## config.mk

```make
export PLATFORM = sky130hd
export DESIGN_NAME = cfg_load_port
export DESIGN_NICKNAME = d
export VERILOG_FILES = /design/src/rtl/cfg_load_pkg.sv /design/src/rtl/load_strobe_sync.sv /design/src/rtl/cfg_load_ctrl.sv /design/src/rtl/cfg_regfile.sv /design/src/rtl/cfg_load_port.sv
export SDC_FILE = /design/constraint.sdc
export NUM_CORES = 1
export LEC_CHECK = 0
export BUFFER_PORTS_ARGS = -buffer_cell sky130_fd_sc_hd__buf_4
export CORE_MARGIN = 10
export CORE_UTILIZATION = 48
export DETAILED_ROUTE_END_ITERATION = 8
export PLACE_DENSITY = 0.87
export SYNTH_ARGS = -nofsm -noshare
export SYNTH_HDL_FRONTEND = slang
export SYNTH_SLANG_ARGS = --single-unit
```

## constraint.sdc

```tcl
create_clock -name clk -period 7.4 [get_ports clk]
set_input_delay 0.74 -clock clk [delete_from_list [all_inputs] [get_ports clk]]
set_output_delay 0.74 -clock clk [all_outputs]
set_load 0.1 [all_outputs]
```

## src/rtl/cfg_load_pkg.sv

```systemverilog
package cfg_load_pkg;

    typedef enum logic [1:0] {
        ST_MAN_WAIT_FALL  = 2'd0,
        ST_MAN_WAIT_RISE  = 2'd1,
        ST_AUTO_WAIT_FALL = 2'd2,
        ST_AUTO_WAIT_RISE = 2'd3
    } port_state_t;

    typedef struct packed {
        logic is_data;
        logic is_high;
    } ctl_t;

endpackage

```

## src/rtl/load_strobe_sync.sv

```systemverilog
module load_strobe_sync #(
    parameter int STAGES = 2
) (
    input  logic clk,
    input  logic clr,
    input  logic strobe_in,
    output logic fall_pulse,
    output logic rise_pulse
);

    logic [STAGES-1:0] chain_q;
    logic              last_q;

    // Idle level of the strobe is high, so the chain clears to ones.
    always_ff @(posedge clk or posedge clr) begin
        if (clr) begin
            chain_q <= '1;
            last_q  <= 1'b1;
        end else begin
            chain_q <= {chain_q[STAGES-2:0], strobe_in};
            last_q  <= chain_q[STAGES-1];
        end
    end

    assign fall_pulse = last_q & ~chain_q[STAGES-1];
    assign rise_pulse = ~last_q & chain_q[STAGES-1];

endmodule

```

## src/rtl/cfg_load_ctrl.sv

```systemverilog
module cfg_load_ctrl
    import cfg_load_pkg::*;
#(
    parameter int ADDR_W    = 8,
    parameter int ADDR_LAST = 18
) (
    input  logic              clk,
    input  logic              clr,
    input  logic              fall_pulse,
    input  logic              rise_pulse,
    input  logic [ADDR_W-1:0] bus_byte,
    input  logic              sel_data,
    input  logic              sel_high,
    output logic              wr_lo,
    output logic              wr_hi,
    output logic [ADDR_W-1:0] wr_addr,
    output logic              auto_on,
    output logic [ADDR_W-1:0] start_addr
);

    localparam logic [ADDR_W-1:0] LAST_A = ADDR_W'(ADDR_LAST);

    port_state_t       state_q, state_d;
    ctl_t              ctl_q;
    logic [ADDR_W-1:0] addr_q, start_q, addr_step;
    logic              phase_hi_q;
    logic              take_ctl, act_cycle, addr_cycle, data_cycle, in_auto;

    // State register
    always_ff @(posedge clk or posedge clr) begin
        if (clr) state_q <= ST_MAN_WAIT_FALL;
        else     state_q <= state_d;
    end

    // Transitions
    always_comb begin
        state_d = state_q;
        unique case (state_q)
            ST_MAN_WAIT_FALL:
                if (fall_pulse) state_d = ST_MAN_WAIT_RISE;
            ST_MAN_WAIT_RISE:
                if (rise_pulse)
                    state_d = (!ctl_q.is_data && ctl_q.is_high) ? ST_AUTO_WAIT_FALL
                                                                 : ST_MAN_WAIT_FALL;
            ST_AUTO_WAIT_FALL:
                if (fall_pulse) state_d = ST_AUTO_WAIT_RISE;
            ST_AUTO_WAIT_RISE:
                if (rise_pulse)
                    state_d = (!ctl_q.is_data && !ctl_q.is_high) ? ST_MAN_WAIT_FALL
                                                                  : ST_AUTO_WAIT_FALL;
        endcase
    end

    // Outputs decoded from state
    always_comb begin
        take_ctl  = 1'b0;
        act_cycle = 1'b0;
        in_auto   = 1'b0;
        unique case (state_q)
            ST_MAN_WAIT_FALL:  take_ctl = fall_pulse;
            ST_MAN_WAIT_RISE:  act_cycle = rise_pulse;
            ST_AUTO_WAIT_FALL: begin take_ctl = fall_pulse; in_auto = 1'b1; end
            ST_AUTO_WAIT_RISE: begin act_cycle = rise_pulse; in_auto = 1'b1; end
        endcase
        addr_cycle = act_cycle & ~ctl_q.is_data;
        data_cycle = act_cycle & ctl_q.is_data;
        wr_lo = data_cycle & (in_auto ? ~phase_hi_q : ~ctl_q.is_high);
        wr_hi = data_cycle & (in_auto ?  phase_hi_q :  ctl_q.is_high);
    end

    assign addr_step = (addr_q >= LAST_A) ? start_q : addr_q + ADDR_W'(1);

    // Control capture, address counter and byte phase
    always_ff @(posedge clk or posedge clr) begin
        if (clr) begin
            ctl_q      <= '0;
            addr_q     <= '0;
            start_q    <= '0;
            phase_hi_q <= 1'b0;
        end else begin
            if (take_ctl) begin
                ctl_q.is_data <= sel_data;
                ctl_q.is_high <= sel_high;
            end
            if (addr_cycle) begin
                addr_q     <= bus_byte;
                start_q    <= bus_byte;
                phase_hi_q <= 1'b0;
            end else if (data_cycle && in_auto) begin
                phase_hi_q <= ~phase_hi_q;
                if (phase_hi_q) addr_q <= addr_step;
            end
        end
    end

    assign wr_addr    = addr_q;
    assign auto_on    = in_auto;
    assign start_addr = start_q;

endmodule

```

## src/rtl/cfg_regfile.sv

```systemverilog
module cfg_regfile #(
    parameter int NUM_REGS      = 19,
    parameter int REG_W         = 12,
    parameter int DATA_W        = 8,
    parameter int ADDR_W        = 8,
    parameter int CLKEN_BIT     = 10,
    parameter bit CLKEN_DEFAULT = 1'b0
) (
    input  logic                      clk,
    input  logic                      clr,
    input  logic                      wr_lo,
    input  logic                      wr_hi,
    input  logic [ADDR_W-1:0]         wr_addr,
    input  logic [DATA_W-1:0]         wr_byte,
    output logic [NUM_REGS*REG_W-1:0] regs_flat
);

    localparam int HI_W = REG_W - DATA_W;

    for (genvar g = 0; g < NUM_REGS; g++) begin : g_reg
        localparam logic [REG_W-1:0] RST_VAL =
            (g == 0 && CLKEN_DEFAULT) ? (REG_W'(1) << CLKEN_BIT) : '0;
        logic             hit;
        logic [REG_W-1:0] q;

        assign hit = (wr_addr == ADDR_W'(g));

        always_ff @(posedge clk or posedge clr) begin
            if (clr) begin
                q <= RST_VAL;
            end else if (hit) begin
                if (wr_lo) q[DATA_W-1:0]    <= wr_byte;
                if (wr_hi) q[REG_W-1:DATA_W] <= wr_byte[HI_W-1:0];
            end
        end

        assign regs_flat[g*REG_W +: REG_W] = q;
    end

endmodule

```

## src/rtl/cfg_load_port.sv

```systemverilog
module cfg_load_port #(
    parameter int NUM_REGS      = 19,
    parameter int REG_W         = 12,
    parameter int DATA_W        = 8,
    parameter int SYNC_STAGES   = 2,
    parameter int CLKEN_BIT     = 10,
    parameter bit CLKEN_DEFAULT = 1'b0
) (
    input  logic                      clk,
    input  logic                      clr,
    input  logic                      cfg_strobe,
    input  logic [DATA_W-1:0]         bus_byte,
    input  logic                      sel_data,
    input  logic                      sel_high,
    output logic [NUM_REGS*REG_W-1:0] regs_flat
);

    localparam int ADDR_LAST = NUM_REGS - 1;

    logic              fall_w, rise_w;
    logic              wr_lo_w, wr_hi_w, auto_on_w;
    logic [DATA_W-1:0] wr_addr_w, start_addr_w;

    load_strobe_sync #(.STAGES(SYNC_STAGES)) u_sync (
        .clk        (clk),
        .clr        (clr),
        .strobe_in  (cfg_strobe),
        .fall_pulse (fall_w),
        .rise_pulse (rise_w)
    );

    cfg_load_ctrl #(.ADDR_W(DATA_W), .ADDR_LAST(ADDR_LAST)) u_ctrl (
        .clk        (clk),
        .clr        (clr),
        .fall_pulse (fall_w),
        .rise_pulse (rise_w),
        .bus_byte   (bus_byte),
        .sel_data   (sel_data),
        .sel_high   (sel_high),
        .wr_lo      (wr_lo_w),
        .wr_hi      (wr_hi_w),
        .wr_addr    (wr_addr_w),
        .auto_on    (auto_on_w),
        .start_addr (start_addr_w)
    );

    cfg_regfile #(
        .NUM_REGS      (NUM_REGS),
        .REG_W         (REG_W),
        .DATA_W        (DATA_W),
        .ADDR_W        (DATA_W),
        .CLKEN_BIT     (CLKEN_BIT),
        .CLKEN_DEFAULT (CLKEN_DEFAULT)
    ) u_regs (
        .clk       (clk),
        .clr       (clr),
        .wr_lo     (wr_lo_w),
        .wr_hi     (wr_hi_w),
        .wr_addr   (wr_addr_w),
        .wr_byte   (bus_byte),
        .regs_flat (regs_flat)
    );

endmodule

```

# After elaboration in Yosys (flattened, before gate mapping)
# Cells that the tools add are included.
# word_totals
reg_bits	252
output_inout_bits	228
word_cells	154
# classes
add_sub_neg	1
magnitude_cmp	1
eq_ne	25
muxes	18
n_bitwise	11
n_reduce_logical	52
# op_table
op	n
$reduce_and A2 Y1	39
$eq A8 B4 Y1 const B	8
$eq A8 B3 Y1 const B	4
$mux W8	4
$eq A8 B5 Y1 const B	3
$eq A8 B2 Y1 const B	2
$mux W2	6
$add A8 B1 Y8 const B	1
$eq A8 B1 Y1 const B	1
$ge A8 B5 Y1 const B	1
$logic_not A8 Y1	1
$ne A2 B2 Y1 const B	4
$pmux W2 S4	1
$mux W1	7
$and A1 B1 Y1	6
$reduce_or A2 Y1	3
$not A1 Y1	5
$eq A2 B2 Y1 const B	2
$reduce_and A4 Y1	1
$reduce_bool A2 Y1	2
$logic_and A1 B1 Y1	3
$eq A2 B1 Y1 const B	1
$logic_not A1 Y1	2
$logic_not A2 Y1	1

# Logic depth before layout (Yosys ltp)
# Gate-level depths: netlist (run 1).
# depth
ltp_word	7
mapped_depth	6

# Hierarchy
# From an unflattened synthesis (run 1), not the netlist that was laid out.
# hier_totals
cells_unflattened	664
area_unflattened_um2	10104.7
# by_module_without_submodules
mod	n_inst	cells_per_inst	area_per_inst_um2	seq_area_each_um2
cfg_regfile	1	548	8933.6	5705.5
cfg_load_ctrl	1	110	1073.5	525.5
load_strobe_sync	1	6	97.6	78.8

# Least setup slack after synthesis (run 1)
# No wires, ideal clock.
# synth_path
kind	reg-to-reg
startpoint	reg u_ctrl.addr_q[0], in the netlist u_ctrl.wr_addr[0]
endpoint	reg u_ctrl.addr_q[2], in the netlist u_ctrl.wr_addr[2]
arrival_ps	1829
required_time_ps	7301
setup_slack_ps	5471
stages_incl_launch_ff	7
n_path_buf	0
synth_period_minus_slack_ps	1929
path_cell_list	dfrtp_1 -> inv_1 -> ha_1 -> or4_1 -> a21oi_1 -> o221ai_1 -> a311oi_1
# synth_between
elab_chain_cells	5
# synth_rtl
item	line_no	text
start: declaration	cfg_load_ctrl.sv:25	logic [ADDR_W-1:0] addr_q, start_q, addr_step;
start signal: assignment	cfg_load_ctrl.sv:86	addr_q <= bus_byte;
start signal: assignment	cfg_load_ctrl.sv:91	if (phase_hi_q) addr_q <= addr_step;
$add A8 B1 Y8 or $ge A8 B5 Y1 (tied branches)	cfg_load_ctrl.sv:71	assign addr_step = (addr_q >= LAST_A) ? start_q : addr_q + ADDR_W'(1);
$mux W8 (*)	cfg_load_ctrl.sv:71	
$mux W8 (*)	cfg_load_ctrl.sv:91	
$mux W8 (*)	cfg_load_ctrl.sv:89	end else if (data_cycle && in_auto) begin
$mux W8 (*)	cfg_load_ctrl.sv:85	if (addr_cycle) begin
# Every way passes the cells marked *; elsewhere a longest branch is shown, timed or not. The select of a mux whose other input is x is not followed.
# A chain may end at the register's enable or synchronous reset.

# Final worst setup path (run 1)
# layout_path
startpoint	reg u_sync.chain_q[1]
endpoint	reg u_regs.g_reg[12].q[1]
# layout_between
elab_chain_cells	5
# layout_rtl
item	line_no	text
start: declaration	load_strobe_sync.sv:11	logic [STAGES-1:0] chain_q;
start signal: assignment	load_strobe_sync.sv:20	chain_q <= {chain_q[STAGES-2:0], strobe_in};
$and A1 B1 Y1	load_strobe_sync.sv:26	assign rise_pulse = ~last_q & chain_q[STAGES-1];
$mux W1	cfg_load_ctrl.sv:59	unique case (state_q)
$and A1 B1 Y1	cfg_load_ctrl.sv:66	data_cycle = act_cycle & ctl_q.is_data;
$and A1 B1 Y1	cfg_load_ctrl.sv:67	wr_lo = data_cycle & (in_auto ? ~phase_hi_q : ~ctl_q.is_high);
$reduce_and A2 Y1 (no source line)	n/a	
end signal: indexed assignment	cfg_regfile.sv:32	if (wr_lo) q[DATA_W-1:0] <= wr_byte;
end signal: indexed assignment	cfg_regfile.sv:33	if (wr_hi) q[REG_W-1:DATA_W] <= wr_byte[HI_W-1:0];
end: declaration	cfg_regfile.sv:24	logic [REG_W-1:0] q;
# No other way between the ends.

==> results of run 1 <==
## final cells by class
type / instances / area [um^2] / area share (%)
clock buffers: 38 / 767 / 5.99
clock inverters: 12 / 125 / 0.976
inverters: 6 / 26.3 / 0.205
multi-input cells: 369 / 3410 / 26.6
flip-flops and latches: 252 / 6310 / 49.2
well taps: 270 / 338 / 2.64
repair buffers: 245 / 1840 / 14.4
## per-stage QoR
step           cells  area, um^2  hold WS [ns]  utilization [%]
2_1_floorplan    658        9860         0.345                -
3_3_place_gp    1142       11900         0.354             58.9
3_5_place_dp    1142       11900         0.350             58.9
5_1_grt         1192       12800         0.108             63.3
4_1_cts         1192       12800        0.0972             63.3
6_report        1192       12800         0.112             63.3
## routing by layer
metal / GRT usage (%) / vias to the layer above / share of wire [%]
met1: 23.2 / 3298 / 38
met5: 0 / - / 0
met3: 7.12 / 47 / 9.0
li1: - / 2811 / -
met4: 6.23 / 0 / 2.8
met2: 33.0 / 239 / 50
## cells in the mapped netlist
library cell / number / share of area [%]
a211o_1: 1 / 0.089
a21o_1: 1 / 0.076
a21oi_1: 3 / 0.15
a311oi_1: 1 / 0.089
a31oi_1: 4 / 0.25
and3_1: 1 / 0.064
and4b_1: 1 / 0.10
buf_2: 3 / 0.15
clkbuf_1: 28 / 1.1
dfrtp_1: 249 / 63
dfstp_2: 3 / 0.80
ha_1: 4 / 0.51
inv_1: 6 / 0.23
maj3_1: 1 / 0.10
mux2_1: 5 / 0.57
mux2_2: 226 / 26
mux2i_1: 1 / 0.10
mux2i_2: 1 / 0.14
nand2_1: 36 / 1.4
nand2_2: 3 / 0.19
nand2b_1: 1 / 0.064
nand3_1: 10 / 0.51
nand3b_1: 2 / 0.15
nand4_1: 3 / 0.19
nand4b_1: 1 / 0.089
nor2_1: 24 / 0.91
nor2_2: 16 / 1.0
nor2b_1: 2 / 0.13
nor3b_1: 1 / 0.076
nor4_2: 2 / 0.25
nor4_4: 1 / 0.22
nor4b_1: 1 / 0.089
nor4bb_1: 1 / 0.10
o2111ai_1: 1 / 0.089
o211ai_1: 2 / 0.15
o21ai_0: 4 / 0.20
o21ba_2: 1 / 0.10
o221ai_1: 2 / 0.18
o22ai_1: 1 / 0.064
or3_1: 1 / 0.064
or3b_2: 1 / 0.089
or4_1: 1 / 0.076
xnor2_1: 1 / 0.089
## worst reg2reg max path, stage by stage, from the launching register on
cell and delay, ns:
dfstp_2 0.58, and4b_1 0.40, nand4_1 0.31, nor2_2 0.52, mux2_2 0.40
## final timing paths
| path | from | slack, ns | cells after the start | endpoint |
|---|---|---|---|---|
| max in group asynchronous | clr | 5.48 | 4 | u_ctrl.wr_addr[7] |
| max | u_sync.chain_q[1] | 5.08 | 4 | u_regs.g_reg[12].q[1] |
| max reg2reg | u_sync.chain_q[1] | 5.08 | 4 | u_regs.g_reg[12].q[1] |
| min reg2reg | u_sync.chain_q[0] | 0.36 | 0 | u_sync.chain_q[1] |
| min | clr | 0.11 | 2 | u_regs.g_reg[17].q[9] |
| min in group clk | cfg_strobe | 0.34 | 1 | u_sync.chain_q[0] |
## power by group through the flow
| stage | Combinational [mW] | Clock, mW | Sequential [mW] |
|---|---|---|---|
| finish | 0.362 | 1.33 | 1.51 |
| global placement | 0.353 | 0 | 1.52 |
| floorplan | 0.179 | 0 | 1.61 |
| CTS | 0.364 | 1.36 | 1.50 |
| detailed placement | 0.363 | 0 | 1.53 |
| global route | 0.392 | 1.42 | 1.51 |
## flip-flops by register name, indices dropped and copies added (netlist names)
| signal | count |
|---|---|
| u_ctrl.phase_hi_q | 1 |
| u_sync.chain_q | 2 |
| u_ctrl.state_q | 2 |
| u_regs.g.q | 228 |
| u_sync.last_q | 1 |
| u_ctrl.wr_addr | 8 |
| u_ctrl.ctl_q | 2 |
| u_ctrl.start_addr | 8 |
## logic make-up after synthesis
| group | Yosys count |
|---|---|
| fa+ha+maj | 5 |
| simple gates | 109 |
| buf+inv | 37 |
| mux | 233 |
| xor+xnor | 1 |
| flops | 252 |
| compound gates | 21 |
==> impl_metrics.env, run 1 <==
export IMPL_synthMuxAreaShare_pct=26.6
export IMPL_gp_congestion=0.810
export IMPL_cts_tree="built"
export IMPL_cp_arrival_ns=2.73
export IMPL_hpwl_um=18900
export IMPL_pre_cts_slack_ns=4.86
export IMPL_dieWidth_um=163
export IMPL_power_leakage_nw=6.58
export IMPL_yosysWarnings=0
export IMPL_p_int_mw=2.33
export IMPL_synth_top_family_by_area="multiplexers"
export IMPL_cts_resized_gates=0
export IMPL_worst_slack_ns=5.08
export IMPL_pwr_share_seq_pct=47.0
export IMPL_drive_above_1_share_pct=59.1
export IMPL_synth_compound_area_share_pct=1.45
export IMPL_antenna_found_initial=0
export IMPL_vias_per_cell=5.36
export IMPL_grt_max_degree=74
export IMPL_ys_ff_latch=252
export IMPL_switching_share_pct=27.1
export IMPL_max_cap_violations=0
export IMPL_core_rowCount=52
export IMPL_most_common_layout_cells="dfrtp_1 (249), buf_4 (245), mux2_2 (226)"
export IMPL_clockPowerShare_pct=41.6
export IMPL_synth_xor_area_share_pct=0.0889
export IMPL_slew_headroom_pct=33.3
export IMPL_core_um2=20200
export IMPL_drt_iter0_drc=335
export IMPL_status="completed"
export IMPL_fin_crit_ns=2.32
export IMPL_clockBufferDepth=3
export IMPL_crit_buf_inv=0
export IMPL_syn_inst=658
export IMPL_crit_family="simple AND/OR/NAND/NOR gates"
export IMPL_synth_cell_types=43
export IMPL_max_stage_delay_ns=0.58
export IMPL_clock_sinks=252
export IMPL_port_buffers=240
export IMPL_diodes=0
export IMPL_nets=918
export IMPL_crit_slowest_cell="dfstp_2"
export IMPL_critPathKind="register to register"
export IMPL_synthAdderAreaFrac_pct=0.609
export IMPL_final_common_cell="dfrtp_1"
export IMPL_post_route_period_util_pct=31.4
export IMPL_synth_area_per_cell_um2=15.0
export IMPL_synth_simple_gate_area_share_pct=5.75
export IMPL_rsz0062_at_grt="no"
export IMPL_fin_skew_ns=0.0135
export IMPL_finalMaxSlewViolations=0
export IMPL_synth_nets=675
export IMPL_drt_pre_antenna_iters=5
export IMPL_grt_pass1_vias=7007
export IMPL_grt_ovfl_total=0
export IMPL_cts_setup_buffers=0
export IMPL_p_switching_mw=0.868
export IMPL_hold_class="input port to asynchronous set/reset pin"
export IMPL_powerDensity_nw_per_um2=250
export IMPL_pin_count=241
export IMPL_path_cells="and4b_1, nand4_1, nor2_2, mux2_2"
export IMPL_dieArea_um2=26700
export IMPL_htreeDepth=1
export IMPL_critical_path_max_fanout=8
export IMPL_ant_nets=0
export IMPL_syn_to_final_growth_pct=30.0
export IMPL_tightest_slew_ns=1.00
export IMPL_start_util_pct=48.7
export IMPL_endpoint_kind="register"
export IMPL_clock_latency_ns=0.53
export IMPL_grt_pass1_wl_um=41600
export IMPL_cts_buffers=27
export IMPL_clockRootBuffer="clkbuf_16"
export IMPL_peakVddDrop_v=0.000204
export IMPL_tns_ns=0
export IMPL_synth_seq_area_share_pct=64.0
export IMPL_drc=0
export IMPL_grt_usage_pct=19.7
export IMPL_synth_area_um2=9860
export IMPL_holdBufCountCts=0
export IMPL_worst_setup_path_start_kind="register"
export IMPL_vias=6395
export IMPL_drt_total_wl_um=27300
export IMPL_hold_viol_final=0
export IMPL_total_power_mw=3.20
export IMPL_wl_per_cell_um=22.9
export IMPL_cp_data_required_time_ns=7.81
export IMPL_comb_power_share_pct=11.3
export IMPL_die_h_um=163
export IMPL_clock_fmax_mhz=431
export IMPL_fill_cells=1467
export IMPL_setup_viol=0
export IMPL_clk_pin_slew_ns=0.06
(Power assumes the default switching activity.)
==> run 2: changes to the inputs <==
--- a/config.mk
+++ b/config.mk
@@ -5,6 +5,7 @@
 export SDC_FILE = /design/constraint.sdc
 export NUM_CORES = 1
 export LEC_CHECK = 0
+export ABC_AREA = 1
 export BUFFER_PORTS_ARGS = -buffer_cell sky130_fd_sc_hd__buf_4
 export CORE_MARGIN = 10
 export CORE_UTILIZATION = 48
==> constraint.sdc (replaced) <==
create_clock -name clk -period 1.95 [get_ports clk]
set_input_delay 0.195 -clock clk [delete_from_list [all_inputs] [get_ports clk]]
set_output_delay 0.195 -clock clk [all_outputs]
set_load 0.1 [all_outputs]
==> run 2 against run 1 <==
Against the previous run:
- critical endpoint is now u_regs.g_reg[16].q[6]
- hold slack got worse by 0.086 ns
- sequential power rose to 3.7 times the previous value
- clock power rose to 3.7 times the previous value
- setup slack worse by 5.0 ns
- sequential share of layout area rose by 0.21 points
- highest routed layer unchanged
- critical path type unchanged
- routed wire length grew 6.7%
- fmax increased by 23%
- sequential cell count unchanged
==> impl_metrics.env, run 2 <==
export IMPL_status="completed"
export IMPL_finalMaxSlewViolations=0
export IMPL_grt_max_degree=89
export IMPL_clockRootBuffer="clkbuf_16"
export IMPL_grt_ovfl_total=0
export IMPL_tightest_slew_ns=0.678
export IMPL_yosysTopAreaCellShare_pct=65.3
export IMPL_antenna_found_initial=0
export IMPL_powerDensity_nw_per_um2=936
export IMPL_largest_reg_flops=228
export IMPL_final_core_util_pct=65.3
export IMPL_rsz0062_at_grt="yes"
export IMPL_place_area_um2=11700
export IMPL_htreeDepth=1
export IMPL_vias_per_cell=5.25
export IMPL_critPathKind="register to register"
export IMPL_port_buffers=240
export IMPL_syn_to_final_growth_pct=33.7
export IMPL_cp_data_required_time_ns=2.32
export IMPL_max_stage_delay_ns=0.55
export IMPL_setup_viol=0
export IMPL_hpwl_um=20300
export IMPL_slew_headroom_pct=54.5
export IMPL_nets=1229
export IMPL_core_um2=19500
export IMPL_yosysTopAreaCell="dfrtp_1"
export IMPL_cts_tree="built"
export IMPL_most_common_layout_cells="nand2_1 (273), buf_4 (263), dfrtp_1 (249)"
export IMPL_wl_per_cell_um=19.5
export IMPL_critical_path_startpoint="u_sync.chain_q[1]"
export IMPL_ys_ff_latch=252
export IMPL_post_route_period_util_pct=96.4
export IMPL_gp_congestion=0.882
export IMPL_synth_area_per_cell_um2=9.98
export IMPL_cp_arrival_ns=2.25
export IMPL_grt_usage_pct=21.7
export IMPL_top_register="u_regs.g.q"
export IMPL_fill_cells=1527
export IMPL_clockBufferDepth=3
export IMPL_fin_skew_ns=0.0114
export IMPL_drc=0
export IMPL_synth_area_um2=9550
export IMPL_worst_setup_path_start_kind="register"
export IMPL_core_rowCount=51
export IMPL_drt_iter0_drc=567
export IMPL_synth_seq_area_share_pct=66.1
export IMPL_r2r_cells=9
export IMPL_hold_viol_final=0
export IMPL_timing_rr_start="u_sync.chain_q[1]"
export IMPL_fin_hold_ws_ns=0.0262
export IMPL_fin_crit_ns=1.88
export IMPL_synth_cell_types=31
export IMPL_async_reset_ff_share_pct=100
export IMPL_drive_above_1_share_pct=29.9
export IMPL_crit_slowest_cell="dfstp_2"
export IMPL_hold_class="input port to register"
export IMPL_diodes=0
export IMPL_tns_ns=0
export IMPL_pin_count=241
export IMPL_final_area_um2=12800
export IMPL_synth_edf_count=0
export IMPL_cts_buffers=26
export IMPL_yosysWarnings=0
export IMPL_dieArea_um2=25900
export IMPL_hold_depth=3
export IMPL_clock_latency_ns=0.52
export IMPL_syn_inst=956
export IMPL_endpoint_kind="register"
export IMPL_dieWidth_um=161
export IMPL_drt_pre_antenna_iters=5
export IMPL_clock_sinks=252
export IMPL_min_delay_start="bus_byte[1]"
export IMPL_synth_area_leaders="dfrtp_1 (65%), nand2_1 (11%), o21ai_1 (7.3%)"
export IMPL_path_cells="nand2_1, nor2_4, nand2_4, nor2_8, buf_12, buf_12, nand2_4, nand2_1, o21ai_1"
export IMPL_die_h_um=161
export IMPL_yosys_cell_count_top_type="nand2_1"
export IMPL_clk_pin_slew_ns=0.06
export IMPL_grt_pass1_wl_um=45700
export IMPL_yosys_top_cells_count="nand2_1 (282), dfrtp_1 (249), o21ai_1 (140), o21ai_0 (99), nor2_1 (37)"
export IMPL_peakVddDrop_v=0.000616
export IMPL_ant_nets=0
export IMPL_synth_nets=973
export IMPL_synth_main_ff_cell="dfrtp_1"
export IMPL_power_leakage_nw=6.41
export IMPL_critical_path_max_fanout=16
export IMPL_final_common_cell="nand2_1"
export IMPL_clock_fmax_mhz=532
export IMPL_total_power_mw=11.9
export IMPL_drt_total_wl_um=29100
export IMPL_grt_pass1_vias=7844
export IMPL_start_util_pct=48.9
export IMPL_vias=7852
export IMPL_max_cap_violations=0
[run 2: cell count changes after synthesis, sizes merged, moves of 11 or more]
| cell | delta |
|---|---|
| a21oi | +11 |
| buf | +21 |
| inv | +22 |
| mux2 | -230 |
| nand2 | +265 |
| o21ai | +235 |
[run 2: timing repair]
item	in CTS	in global routing
pin swaps	0	1
cloned	0	1
endpoints found under the hold margin	19	0
setup endpoints to repair	3	107
buffers inserted	0	5
resized for setup	2	21
hold buffers	6	0
[run 2: path summary, 6_finish.rpt]
check                           slack (ns)               endpoint
worst max register to register        0.07  u_regs.g_reg[16].q[6]
worst max-delay path                  0.07  u_regs.g_reg[16].q[6]
worst min-delay path                  0.03      u_ctrl.wr_addr[1]
min in group asynchronous             0.22   u_regs.g_reg[5].q[1]
max in group asynchronous             0.89   u_regs.g_reg[6].q[6]
worst min register to register        0.35      u_sync.chain_q[1]
[run 2: cells by family (layout without fill, tap and decap cells)]
kind of cell | count (synthesis) | count (layout) | synth area share, %
flip-flops | 252 | 252 | 66.1
buffers and inverters | 79 | 353 | 3.79
XOR/XNOR | 2 | 2 | 0.184
AND/OR/NAND/NOR | 364 | 365 | 15.8
multiplexers | 1 | 1 | 0.118
AO/OA/AOI/OAI | 254 | 254 | 13.5
adder cells (fa/ha/maj) | 4 | 4 | 0.524
[run 2: area by class of cell]
cell class | instances | area [um^2] | share of cell area (%)
well taps | 265 | 332 | 2.60
clock buffers | 39 | 811 | 6.35
multi-input cells | 626 | 2960 | 23.2
clock inverters | 8 | 45.0 | 0.353
flip-flops and latches | 252 | 6310 | 49.5
repair buffers | 277 | 2190 | 17.1
inverters | 29 | 113 | 0.883
[run 2: metal layers]
metal,routed length (um),up-vias,global-route usage (%)
met5,0,-,0
met4,906,0,7.32
met3,1840,58,4.02
met2,14500,291,36.5
met1,11800,3861,27.6
li1,-,3642,-
[run 2: power by group]
part / switching [mW] / internal, mW / total [mW] / leakage (nW)
registers: 0.197 / 5.45 / 5.65 / 2.27
logic: 1.03 / 0.402 / 1.44 / 3.71
clock network: 2.00 / 2.86 / 4.86 / 0.425
total: 3.23 / 8.71 / 11.9 / 6.41
[run 2: per-stage QoR]
stage / setup slack (ns) / instances
final: 0.0693 / 1496
after global routing: -0.0338 / 1496
after CTS: -0.00101 / 1490
after detailed placement: 0.00416 / 1437
after global placement: 0.108 / 1437
after floorplan: -1.56 / 956
[run 2: critical path, delay by kind of cell, from the launching register on]
kind                   cells  cell delay (ns)
buffers and inverters      2             0.29
DFF                        1             0.55
AOI/OAI and AO/OA          1             0.08
and+or+nand+nor            6             0.80
==> run 3: changes to the inputs <==
--- a/config.mk
+++ b/config.mk
@@ -8,9 +8,10 @@
 export ABC_AREA = 1
 export BUFFER_PORTS_ARGS = -buffer_cell sky130_fd_sc_hd__buf_4
 export CORE_MARGIN = 10
-export CORE_UTILIZATION = 48
+export CORE_UTILIZATION = 35
 export DETAILED_ROUTE_END_ITERATION = 8
-export PLACE_DENSITY = 0.87
+export PLACE_DENSITY = 0.69
 export SYNTH_ARGS = -nofsm -noshare
 export SYNTH_HDL_FRONTEND = slang
+export SYNTH_HIERARCHICAL = 1
 export SYNTH_SLANG_ARGS = --single-unit
==> run 3 against run 2 <==
Against the previous run:
- synthesized area is 13% higher
- global-route usage shrank 3.3 points
- clock power increased by 4.7%
- core utilization shrank 18 points
- combinational power grew 140%
- routed wire length up 30%
- critical path type unchanged
==> impl_metrics.env, run 3 <==
export IMPL_finalMaxSlewViolations=0
export IMPL_syn_inst=1257
export IMPL_clk_pin_slew_ns=0.06
export IMPL_wl_per_cell_um=19.7
export IMPL_fill_cells=2875
export IMPL_clock_fmax_mhz=542
export IMPL_dieArea_um2=38400
export IMPL_worst_setup_path_start_kind="register"
export IMPL_grt_max_degree=62
export IMPL_peakVddDrop_v=0.000708
export IMPL_fin_crit_ns=1.84
export IMPL_tightest_slew_ns=0.547
export IMPL_drt_total_wl_um=38000
export IMPL_seq_area_um2=6310
export IMPL_p_int_mw=9.36
export IMPL_p_switching_mw=4.97
export IMPL_fin_skew_ns=0.0130
export IMPL_drt_pre_antenna_iters=5
export IMPL_clockPowerShare_pct=35.5
export IMPL_slew_headroom_pct=63.5
export IMPL_fin_hold_ws_ns=0.0576
export IMPL_clockRootBuffer="clkbuf_16"
export IMPL_gp_congestion=0.838
export IMPL_vias_per_cell=5.16
export IMPL_cp_data_required_time_ns=2.38
export IMPL_endpoint_kind="register"
export IMPL_core_rowCount=64
export IMPL_ant_nets=0
export IMPL_grt_usage_pct=18.4
export IMPL_synth_nets=1272
export IMPL_diodes=0
export IMPL_critical_path_max_fanout=8
export IMPL_hold_viol_final=0
export IMPL_cts_buffers=28
export IMPL_place_inst=1859
export IMPL_power_leakage_nw=6.57
export IMPL_pin_count=241
export IMPL_critPathKind="register to register"
export IMPL_dieWidth_um=196
export IMPL_drt_iter0_drc=959
export IMPL_multi_input_area_um2=4050
export IMPL_switching_share_pct=34.7
export IMPL_post_route_period_util_pct=94.6
export IMPL_tns_ns=0
export IMPL_htreeDepth=1
export IMPL_core_um2=30600
export IMPL_pre_cts_slack_ns=-0.0318
export IMPL_status="completed"
export IMPL_cts_tree="built"
export IMPL_die_h_um=196
export IMPL_grt_pass1_wl_um=57100
export IMPL_yosysWarnings=6
export IMPL_clock_latency_ns=0.55
export IMPL_vias=9934
export IMPL_comb_power_share_pct=23.7
export IMPL_synth_area_um2=10800
export IMPL_cp_arrival_ns=2.27
export IMPL_nets=1524
export IMPL_grt_ovfl_total=0
export IMPL_most_common_layout_cells="nand2_1 (513), buf_4 (281), dfrtp_1 (249)"
export IMPL_top_register="u_regs/g.q"
export IMPL_syn_to_final_growth_pct=34.4
export IMPL_largest_reg_flops=228
export IMPL_setup_viol=0
export IMPL_start_util_pct=35.4
export IMPL_drive_above_1_share_pct=26.7
export IMPL_hold_class="input port to register"
export IMPL_final_common_cell="nand2_1"
export IMPL_antenna_found_initial=0
export IMPL_synth_area_per_cell_um2=8.61
export IMPL_worst_slack_ns=0.105
export IMPL_pwr_share_seq_pct=40.8
export IMPL_hpwl_um=25100
export IMPL_clock_sinks=252
export IMPL_clockBufferDepth=3
export IMPL_powerDensity_nw_per_um2=985
export IMPL_drc=0
export IMPL_grt_pass1_vias=9631
export IMPL_max_cap_violations=0
export IMPL_final_cells=1926
export IMPL_port_buffers=240
## run 3: cell count changes in the layout (fill, tap and decap cells not counted), sizes merged, moves of 7 or more
cell    previous run  this run
nand2            304       519
buf              271       300
nand3              9       189
clkbuf            39        46
nand4              2        88
inv               27        35
o21ai            239         2
nor2              43        60
## run 3: power groups by stage
stage                     combinational [mW]  clock, mW  sequential [mW]
after floorplan                         1.43          0             6.70
after global placement                  3.15          0             5.92
after detailed placement                3.20          0             5.93
after CTS                               3.23       5.18             5.84
after global routing                    3.67       5.40             5.88
final                                   3.39       5.09             5.84
## run 3: final cells by class
class | count | area share (%)
clock inverters | 12 | 0.576
well taps | 396 | 3.40
multi-input cells | 880 | 27.9
clock buffers | 39 | 5.58
inverters | 36 | 0.963
repair buffers | 311 | 18.3
flip-flops and latches | 252 | 43.4
## run 3: repair_timing
action | in CTS | in global routing
hold buffers | 4 | 0
endpoints found under the hold margin | 36 | 0
gates cloned | 0 | 7
gates resized for setup | 12 | 18
endpoints found under the setup margin | 49 | 226
pin swaps | 0 | 2
buffers inserted | 0 | 5
## run 3: per-layer routing
metal	wire, um	GRT usage, %	vias up
met5	0	0	-
met4	740	4.52	0
met3	3170	4.31	62
met2	17900	29.3	445
met1	16200	24.6	4815
li1	-	-	4612
## run 3: worst max-delay path, cell delays in order, from the launching register on
cell and delay [ns]:
dfstp_2 0.54, inv_1 0.05, nor2_2 0.08, nand2_2 0.06, inv_1 0.08, nand2_2 0.09, nor2_4 0.14, buf_12 0.16
buf_12 0.15, nand3_1 0.10, buf_6 0.17, nand2_1 0.05, nand2_1 0.05
## run 3: worst paths after layout
| check | startpoint | end | slack, ns | cells past startpoint |
|---|---|---|---|---|
| hold / removal | bus_byte[1] | u_regs/g_reg[1].q[1] | 0.06 | 3 |
| max in group asynchronous | clr | u_regs/g_reg[12].q[1] | 1.00 | 4 |
| min in group asynchronous | clr | u_regs/g_reg[4].q[8] | 0.28 | 3 |
| setup reg to reg | u_sync/chain_q[1] | u_regs/g_reg[2].q[5] | 0.11 | 12 |
| setup / recovery | u_sync/chain_q[1] | u_regs/g_reg[2].q[5] | 0.11 | 12 |
| hold reg to reg | u_sync/chain_q[0] | u_sync/chain_q[1] | 0.36 | 0 |
## run 3: through the flow
stage | utilization, % | power (mW) | area [um^2]
CTS | 46.6 | 14.3 | 14200
floorplan | - | 8.12 | 10800
finish | 47.6 | 14.3 | 14600
global route | 47.6 | 15.0 | 14600
global placement | 43.3 | 9.07 | 13300
detailed placement | 43.3 | 9.12 | 13300
